[src/rtl/cf_tx_pkg.sv]
package cf_tx_pkg;
  localparam int SYM_W  = 10;
  localparam int BYTE_W = 8;
  localparam int SIX_W  = 6;
  localparam int FOUR_W = 4;

  typedef logic [SYM_W-1:0]  sym_t;
  typedef logic [BYTE_W-1:0] byte_t;

  // K28.5 in both polarities, abcdei fghj with a at bit 9
  localparam sym_t COMMA_NEG = 10'b0011111010;
  localparam sym_t COMMA_POS = 10'b1100000101;
endpackage

[src/rtl/cf_tx_dsym.sv]
module cf_tx_dsym
  import cf_tx_pkg::*;
(
  input  byte_t din,
  input  logic  rd_in,   // 1 = positive running disparity
  output sym_t  sym,
  output logic  rd_out
);
  logic [4:0]        x5;
  logic [2:0]        y3;
  logic [SIX_W-1:0]  six_base;
  logic [SIX_W-1:0]  six;
  logic [FOUR_W-1:0] four_base;
  logic [FOUR_W-1:0] four;
  logic six_unbal, six_inv, rd_mid, use_alt, four_unbal, four_inv;

  assign x5 = din[4:0];
  assign y3 = din[7:5];

  // 5B/6B codes for negative disparity
  always_comb begin
    case (x5)
      5'd0:  six_base = 6'b100111;
      5'd1:  six_base = 6'b011101;
      5'd2:  six_base = 6'b101101;
      5'd3:  six_base = 6'b110001;
      5'd4:  six_base = 6'b110101;
      5'd5:  six_base = 6'b101001;
      5'd6:  six_base = 6'b011001;
      5'd7:  six_base = 6'b111000;
      5'd8:  six_base = 6'b111001;
      5'd9:  six_base = 6'b100101;
      5'd10: six_base = 6'b010101;
      5'd11: six_base = 6'b110100;
      5'd12: six_base = 6'b001101;
      5'd13: six_base = 6'b101100;
      5'd14: six_base = 6'b011100;
      5'd15: six_base = 6'b010111;
      5'd16: six_base = 6'b011011;
      5'd17: six_base = 6'b100011;
      5'd18: six_base = 6'b010011;
      5'd19: six_base = 6'b110010;
      5'd20: six_base = 6'b001011;
      5'd21: six_base = 6'b101010;
      5'd22: six_base = 6'b011010;
      5'd23: six_base = 6'b111010;
      5'd24: six_base = 6'b110011;
      5'd25: six_base = 6'b100110;
      5'd26: six_base = 6'b010110;
      5'd27: six_base = 6'b110110;
      5'd28: six_base = 6'b001110;
      5'd29: six_base = 6'b101110;
      5'd30: six_base = 6'b011110;
      default: six_base = 6'b101011;
    endcase
  end

  always_comb begin
    six_unbal = ($countones(six_base) != 3);
    six_inv   = rd_in && (six_unbal || (x5 == 5'd7));
    six       = six_inv ? ~six_base : six_base;
    rd_mid    = six_unbal ? ~rd_in : rd_in;
    use_alt   = (y3 == 3'd7) &&
                ((!rd_mid && ((x5 == 5'd17) || (x5 == 5'd18) || (x5 == 5'd20))) ||
                 ( rd_mid && ((x5 == 5'd11) || (x5 == 5'd13) || (x5 == 5'd14))));
    case (y3)
      3'd0: four_base = 4'b1011;
      3'd1: four_base = 4'b1001;
      3'd2: four_base = 4'b0101;
      3'd3: four_base = 4'b1100;
      3'd4: four_base = 4'b1101;
      3'd5: four_base = 4'b1010;
      3'd6: four_base = 4'b0110;
      default: four_base = use_alt ? 4'b0111 : 4'b1110;
    endcase
    four_unbal = ($countones(four_base) != 2);
    four_inv   = rd_mid && (four_unbal || (y3 == 3'd3));
    four       = four_inv ? ~four_base : four_base;
    rd_out     = four_unbal ? ~rd_mid : rd_mid;
    sym        = {six, four};
  end
endmodule

[src/rtl/cf_tx_comma.sv]
module cf_tx_comma
  import cf_tx_pkg::*;
(
  input  logic rd_in,
  output sym_t sym,
  output logic rd_out
);
  // K28.5 is unbalanced in both forms, so disparity always flips
  assign sym    = rd_in ? COMMA_POS : COMMA_NEG;
  assign rd_out = ~rd_in;
endmodule

[src/rtl/cf_tx_chain.sv]
module cf_tx_chain
  import cf_tx_pkg::*;
#(
  parameter int N_DATA = 11,
  localparam int PAY_W   = N_DATA * BYTE_W,
  localparam int FRAME_W = (N_DATA + 1) * SYM_W
) (
  input  logic [PAY_W-1:0]   bytes_in,
  input  logic               rd_in,
  output logic [FRAME_W-1:0] frame,
  output logic               rd_out
);
  logic [N_DATA:0] rd_c;
  sym_t            comma_sym;

  cf_tx_comma u_comma (
    .rd_in (rd_in),
    .sym   (comma_sym),
    .rd_out(rd_c[0])
  );
  assign frame[N_DATA*SYM_W +: SYM_W] = comma_sym;

  for (genvar i = 0; i < N_DATA; i++) begin : g_slot
    sym_t s;
    cf_tx_dsym u_dsym (
      .din   (bytes_in[i*BYTE_W +: BYTE_W]),
      .rd_in (rd_c[i]),
      .sym   (s),
      .rd_out(rd_c[i+1])
    );
    assign frame[(N_DATA-1-i)*SYM_W +: SYM_W] = s;
  end

  assign rd_out = rd_c[N_DATA];
endmodule

[src/rtl/cf_tx_framer.sv]
module cf_tx_framer
  import cf_tx_pkg::*;
#(
  parameter int N_DATA = 11,
  localparam int PAY_W   = N_DATA * BYTE_W,
  localparam int FRAME_W = (N_DATA + 1) * SYM_W
) (
  input  logic               clk,
  input  logic               rst_n,
  input  logic               frame_go,
  input  logic               data_valid,
  input  logic [PAY_W-1:0]   payload,
  input  logic [BYTE_W-1:0]  idle_byte,
  output logic [FRAME_W-1:0] frame_out,
  output logic               frame_vld
);
  logic [PAY_W-1:0]   sel_bytes;
  logic [FRAME_W-1:0] enc_frame;
  logic               enc_rd;
  logic [FRAME_W-1:0] frame_q, frame_d;
  logic               vld_q, vld_d;
  logic               rd_q, rd_d;

  always_comb begin
    sel_bytes = data_valid ? payload : {N_DATA{idle_byte}};
  end

  cf_tx_chain #(.N_DATA(N_DATA)) u_chain (
    .bytes_in(sel_bytes),
    .rd_in   (rd_q),
    .frame   (enc_frame),
    .rd_out  (enc_rd)
  );

  // next state
  always_comb begin
    frame_d = frame_q;
    rd_d    = rd_q;
    vld_d   = 1'b0;
    if (frame_go) begin
      frame_d = enc_frame;
      rd_d    = enc_rd;
      vld_d   = 1'b1;
    end
  end

  // registers
  always_ff @(posedge clk or negedge rst_n) begin
    if (!rst_n) begin
      frame_q <= '0;
      rd_q    <= 1'b0;
      vld_q   <= 1'b0;
    end else begin
      frame_q <= frame_d;
      rd_q    <= rd_d;
      vld_q   <= vld_d;
    end
  end

  assign frame_out = frame_q;
  assign frame_vld = vld_q;
endmodule

[config.mk]
export PLATFORM = sky130hd
export DESIGN_NAME = cf_tx_framer
export DESIGN_NICKNAME = d
export VERILOG_FILES = /design/src/rtl/cf_tx_pkg.sv /design/src/rtl/cf_tx_dsym.sv /design/src/rtl/cf_tx_comma.sv /design/src/rtl/cf_tx_chain.sv /design/src/rtl/cf_tx_framer.sv
export SDC_FILE = /design/constraint.sdc
export NUM_CORES = 1
export LEC_CHECK = 0
export ABC_AREA = 1
export BUFFER_PORTS_ARGS = -buffer_cell sky130_fd_sc_hd__clkbuf_2
export CELL_PAD_IN_SITES_DETAIL_PLACEMENT = 1
export CELL_PAD_IN_SITES_GLOBAL_PLACEMENT = 1
export CORE_ASPECT_RATIO = 1.2
export CORE_MARGIN = 10
export CORE_UTILIZATION = 42
export CTS_CLUSTER_SIZE = 24
export DETAILED_ROUTE_END_ITERATION = 16
export PLACE_DENSITY_LB_ADDON = 0.1
export SLEW_MARGIN = 20
export SYNTH_ARGS = -nofsm -noshare
export SYNTH_HDL_FRONTEND = slang
export SYNTH_SLANG_ARGS = --single-unit
[constraint.sdc]
create_clock -name clk -period 29.7 [get_ports clk]
set_clock_uncertainty 0.15 [all_clocks]
set_input_delay 1.485 -clock clk [delete_from_list [all_inputs] [get_ports clk]]
set_output_delay 1.485 -clock clk [all_outputs]
set_load 0.1 [all_outputs]
==> Word-level counts from Yosys, hierarchy flattened <==
Memory sizes are Yosys's and may differ from the RTL's.
Cells that the tools add are included.
{ "classes": {"add_sub_neg": 88, "eq_ne": 176, "n_mux": 69, "bitwise_logic": 44, "n_reduce_logical": 154} }
{ "op_table": {"columns": ["op", "n"], "rows": [
  ["$add A32 B2 Y32", 22],
  ["$ne A32 B3 Y1 const B", 11],
  ["$pmux W4 S7", 11],
  ["$eq A5 B4 Y1 const B", 33],
  ["$eq A5 B5 Y1 const B", 33],
  ["$eq A3 B3 Y1 const B", 44],
  ["$add A1 B1 Y2", 55],
  ["$mux W4", 22],
  ["$mux W88", 1],
  ["$logic_or A1 B1 Y1", 77],
  ["$eq A3 B2 Y1 const B", 22],
  ["$mux W6", 11],
  ["$not A6 Y6", 11],
  ["$eq A5 B3 Y1 const B", 11],
  ["$logic_and A1 B1 Y1", 55],
  ["$not A4 Y4", 11],
  ["$add A2 B2 Y3", 11],
  ["$eq A3 B1 Y1 const B", 11],
  ["$logic_not A3 Y1", 11],
  ["$ne A3 B2 Y1 const B", 11],
  ["$mux W1", 23],
  ["$not A1 Y1", 22],
  ["$logic_not A1 Y1", 11],
  ["$mux W10", 1]
]} }
{ "totals": {"ff_bits": 122, "rom_bits": 2112, "inputBits": 100, "out_inout_bits": 121, "wordCells": 545, "n_memories": 11} }
{ "memory_table": {"columns": ["name", "words", "word_bits", "rd", "rd_ports_with_merged_regs", "wr", "line", "text"], "rows": [
  ["(name not given)", 32, 6, 1, 0, 0, "cf_tx_dsym.sv:22", "case (x5)"],
  ["(name not given)", 32, 6, 1, 0, 0, "cf_tx_dsym.sv:22", null],
  ["(name not given)", 32, 6, 1, 0, 0, "cf_tx_dsym.sv:22", null],
  ["(name not given)", 32, 6, 1, 0, 0, "cf_tx_dsym.sv:22", null],
  ["(name not given)", 32, 6, 1, 0, 0, "cf_tx_dsym.sv:22", null],
  ["(name not given)", 32, 6, 1, 0, 0, "cf_tx_dsym.sv:22", null],
  ["5 more memories", null, null, null, null, null, null, null]
]} }

==> Depth between registers and ports, before layout <==
An unclocked memory read counts as a cell.
{ "depth": {"ltp_word": 139, "mapped_depth": 172} }

==> By module <==
A second synthesis with hierarchy kept.
{ "unflattened": {"cells_unflattened": 2353, "hier_area_um2": 15244.6} }
{ "modules_own_cells": {"columns": ["mod", "n_inst", "cells_per_inst", "area_per_inst_um2"], "rows": [
  ["cf_tx_framer", 1, 716, 5427.7],
  ["cf_tx_dsym (u_chain.g_slot[5].u_dsym ...)", 3, 147, 870.8],
  ["cf_tx_dsym (u_chain.g_slot[0].u_dsym ...)", 2, 147, 889.6],
  ["cf_tx_dsym (u_chain.g_slot[1].u_dsym)", 1, 153, 940.9],
  ["cf_tx_dsym (u_chain.g_slot[9].u_dsym)", 1, 147, 905.9],
  ["cf_tx_dsym (u_chain.g_slot[4].u_dsym)", 1, 149, 898.4],
  ["cf_tx_dsym (u_chain.g_slot[3].u_dsym)", 1, 152, 887.1],
  ["cf_tx_dsym (u_chain.g_slot[8].u_dsym)", 1, 148, 882.1],
  ["cf_tx_dsym (u_chain.g_slot[2].u_dsym)", 1, 142, 832.0],
  ["cf_tx_comma", 1, 11, 78.8]
]} }

==> Worst setup path before layout <==
No wires, ideal clock.
{ "synth_path": {"path_type": "input to register", "start": "in data_valid", "end": "reg frame_q[2] (netlist: frame_out[2])", "arrival_time_ns": 26.515, "t_required_ns": 29.421, "setup_slack_ns": 2.905, "path_stages": 154, "path_buffers": 4, "cell_sequence": "clkbuf_1 > clkbuf_1 > clkbuf_1 > clkbuf_1 > a21oi_1 > inv_1 > ha_1 > inv_1 > o21ai_0 > o21ai_0 > o21ai_0 > ha_1 > inv_1 > fa_1 > inv_1 > fa_1 > fa_1 > nand3_1 > [118 not listed] > ha_1 > inv_1 > nor3_1 > inv_1 > nand3_1 > nand3_2 > nand2_1 > nand2_1 > nand3_2 > nand2_2 > fa_1 > ha_1 > ha_1 > nor3b_1 > nand2_1 > nand3_2 > xor2_1 > o21ai_1"} }
{ "synth_via": {"elab_chain_len": 139} }
{ "synth_lines": {"columns": ["element", "line", "text"], "rows": [
  ["start: declaration", "cf_tx_framer.sv:11", "input logic data_valid,"],
  ["$mux W88 (*)", "cf_tx_framer.sv:25", "sel_bytes = data_valid ? payload : {N_DATA{idle_byte}};"],
  ["$mem_v2 Z32 W6", null, null],
  ["$add A1 B1 Y2 (implied by the code)", "cf_tx_dsym.sv:59", "six_unbal = ($countones(six_base) != 3);"],
  ["$add A32 B2 Y32 (implied by the code) (2 in a row)", "cf_tx_dsym.sv:59", null],
  ["$ne A32 B3 Y1", "cf_tx_dsym.sv:59", null],
  ["$mux W1", "cf_tx_dsym.sv:62", "rd_mid = six_unbal ? ~rd_in : rd_in;"],
  ["$logic_not A1 Y1", "cf_tx_dsym.sv:64", "((!rd_mid && ((x5 == 5'd17) || (x5 == 5'd18) || (x5 == 5'd20))) ||"],
  ["$logic_and A1 B1 Y1", "cf_tx_dsym.sv:64", null],
  ["[122 not listed]", null, null],
  ["$mux W4", "cf_tx_dsym.sv:74", "default: four_base = use_alt ? 4'b0111 : 4'b1110;"],
  ["$pmux W4 S7", "cf_tx_dsym.sv:66", "case (y3)"],
  ["$add A1 B1 Y2 (implied by the code)", "cf_tx_dsym.sv:76", "four_unbal = ($countones(four_base) != 2);"],
  ["$add A2 B2 Y3 (implied by the code)", "cf_tx_dsym.sv:76", null],
  ["$ne A3 B2 Y1", "cf_tx_dsym.sv:76", null],
  ["$logic_or A1 B1 Y1", "cf_tx_dsym.sv:77", "four_inv = rd_mid && (four_unbal || (y3 == 3'd3));"],
  ["$logic_and A1 B1 Y1", "cf_tx_dsym.sv:77", null],
  ["$mux W4 (*)", "cf_tx_dsym.sv:78", "four = four_inv ? ~four_base : four_base;"],
  ["end signal: assignment", "cf_tx_framer.sv:54", "frame_q <= frame_d;"],
  ["end: declaration", "cf_tx_framer.sv:20", "logic [FRAME_W-1:0] frame_q, frame_d;"]
]} }
Mark *: on every way between the ends. The rest lies on a longest branch, timed or not.
A chain may end at the register's enable or synchronous reset.

==> Worst setup path in the final report <==
{ "layout_path": {"start": "in data_valid", "end": "reg frame_q[3] (netlist: frame_out[3])"} }
The elaborated chain is that of the path after synthesis.

==> flow_summary_export.csv <==
group,metric,value,unit
run_status,status,"finished, final reports clean",
worst_setup_path,worstSetupStartpointType,"input port",
final_layout,area_delta_synth_final,18.10,%
yosys,syn_area,12690,sq um
final_layout,drive_gt1_share,16.15,%
final_layout,multi_input_area,8702,sq um
detailed_routing,wl_per_cell,18.90,um
global_route,globalRouteOverflowTotal,0,
floorplanning,die_h,210.4,um
clock_tree,ctsHoldBuffers,0,
yosys,synth_edf_count,0,
yosys,ys.flop_type,"dfrtp_1",
final_layout,antennaDiodeCount,0,
global_route,grt_use_total,24.10,%
timing,finalCritPeriodShare,93.47,%
worst_setup_path,r2r_cells,139,
yosys,synth_top_area_share,22.47,%
detailed_routing,wirelength,46120,um
worst_setup_path,arrival,27.97,ns
yosys,synthMostInstantiatedCell,"nand2_1",
yosys,synth-async-reset-ratio,100.0,%
final_layout,regArea,2853,sq um
timing,final_max_slew_viol_count,0,
timing,fmax,0.03602,GHz
timing,setup_viol,0,
detailed_routing,first_pass_iters,5,
yosys,synthCells,1834,
clock_tree,tritoncts,"yes",
flow_run,maxCapViolations,0,
worst_setup_path,critPathKind,"input port to flop",
timing,setup_tns,0,ns
floorplanning,rows,69,
clock_tree,cts_buffers,17,
timing,period_needed,27.76,ns
floorplanning,die_w,178.7,um
worst_setup_path,crit_fanout,7,
placement,pre_cts_ws,-0.04840,ns
worst_setup_path,slowest_delay,0.53,ns
global_route,grt_pass1_vias,13810,
detailed_routing,viasPerCell,5.430,
yosys,synth_cell_types,49,
yosys,yosysTopAreaCell,"dfrtp_1",
global_route,grt_antenna_before_repair,0,
yosys,synth_area_leaders,"dfrtp_1 22%, nand2_1 12%, ha_1 11%",
timing,worstMarginPinSlew,1.059,ns
worst_setup_path,path_common_cell,"inv_1",
clock_tree,clk_latency,0.43,ns
floorplanning,start_util,42.74,%
yosys,ys_ff_latch,114,
timing,hold_violations,0,
timing,post-route-worst-setup-slack,1.938,ns
detailed_routing,drtIter0Drc,679,
placement,gp_congestion,0.9292,
hold_path,hp-class,"flop to flop",
clock_tree,clk_pin_slew,0.06,ns
yosys,post_synth.cell_area_avg,6.921,sq um
final_layout,nFillCells,3954,
yosys,ys_seq_area_share,22.47,%
worst_setup_path,required,29.91,ns
clock_tree,clock-root-buffer,"clkbuf_16",
global_route,grt_max_degree,114,
floorplanning,core,29700,sq um
detailed_routing,vias,13249,
final_layout,nets,2290,
worst_setup_path,crit_path_top_delay_cell,"fa_1",
placement,portBuffers,220,
clock_tree,clock_sinks,114,
yosys,synthTopCellsByCount,"406 x nand2_1, 270 x inv_1, 210 x o21ai_0, 131 x nor2_1, 130 x a21oi_1",
worst_setup_path,end_kind,"flop",
hold_path,whs_path_depth,2,
clock_tree,clock_path_buffers,2,
timing,hold_ws,0.3296,ns
detailed_routing,drcViolationCount,0,
floorplanning,num_io_pins,221,
yosys,yosysWarnings,0,
clock_tree,cts-htree-levels,4,
yosys,syn_nets,2087,
timing,relSlewSlack,29.37,%
placement,place.detailed.hpwl,35670,um
floorplanning,dieArea,37610,sq um
global_route,grt_pass1_wl,73110,um
detailed_routing,ant_nets,0,
==> kinds of logic after synthesis <==
| family | synth area share (%) |
|---|---|
| compound gates | 20.00 |
| xor+xnor | 6.969 |
| fa+ha+maj | 17.68 |
| buf+inv | 10.09 |
| flops | 22.47 |
| simple gates | 22.78 |
==> worst max-delay path: cells and delay by family <==
family / cells / cell delay, ns
adder cells (fa/ha/maj): 38 / 12.51
AND/OR/NAND/NOR: 68 / 8.57
AO/OA/AOI/OAI: 18 / 2.88
buffers and inverters: 32 / 2.47
==> layout by cell type (no fill, tap or decap), drive strengths merged, types with 7 or more instances in the layout <==
master / netlist / routed
o22ai: 7 / 7
nand2: 420 / 420
a31oi: 17 / 17
clkinv: 4 / 8
inv: 272 / 276
nand4: 7 / 7
xnor2: 27 / 27
clkbuf: 46 / 236
dfrtp: 114 / 114
a21oi: 130 / 130
buf: 11 / 23
o211ai: 29 / 29
nor2: 131 / 131
fa: 44 / 44
nor3: 28 / 28
o31ai: 7 / 7
nand3: 90 / 90
ha: 109 / 109
o221ai: 11 / 11
o21ai: 212 / 212
xor2: 74 / 74
==> timing repair <==
item / 4_1_cts / 5_1_grt
buffers inserted: 0 / 7
gates resized for setup: 0 / 37
endpoints found under the setup margin: 0 / 15
==> sequential cells by signal, indices dropped and copies added, names as in the netlist <==
signal and cells:
frame_vld 1, rd_q 1, frame_out 112
==> layer usage <==
metal  wire length, um  GRT usage [%]
met2             22540          41.38
met1             20010          30.11
met5                 0              0
met3              2676          4.614
met4               892          6.509
==> per-stage QoR <==
step	area, sq um	instances	utilization, %
detailed placement	14150	2401	47.65
global route	14990	2440	50.48
finish	14990	2440	50.48
global placement	14150	2401	47.65
CTS	14780	2433	49.78
floorplan	12690	1834	-
==> path summary, 6_finish.rpt <==
| kind | startpoint | end | slack [ns] |
|---|---|---|---|
| min | frame_out[55] | frame_out[55] | 0.33 |
| min in group asynchronous | rst_n | frame_out[48] | 0.96 |
| min reg2reg | frame_out[55] | frame_out[55] | 0.33 |
| max in group asynchronous | rst_n | frame_out[35] | 27.10 |
| max reg2reg | rd_q | frame_out[3] | 6.03 |
| max | data_valid | frame_out[3] | 1.94 |
==> cell type report <==
cell class / instances / share of cell area [%]
inverters: 276 / 6.969
clock buffers: 18 / 2.863
well taps: 390 / 3.255
multi-input cells: 1387 / 58.05
flip-flops and latches: 114 / 19.03
repair buffers: 241 / 8.480
clock inverters: 14 / 1.352
Power is left out: the tool's default activity adds up to more than one toggle a clock period on the data nets, which glitch-free logic cannot reach.
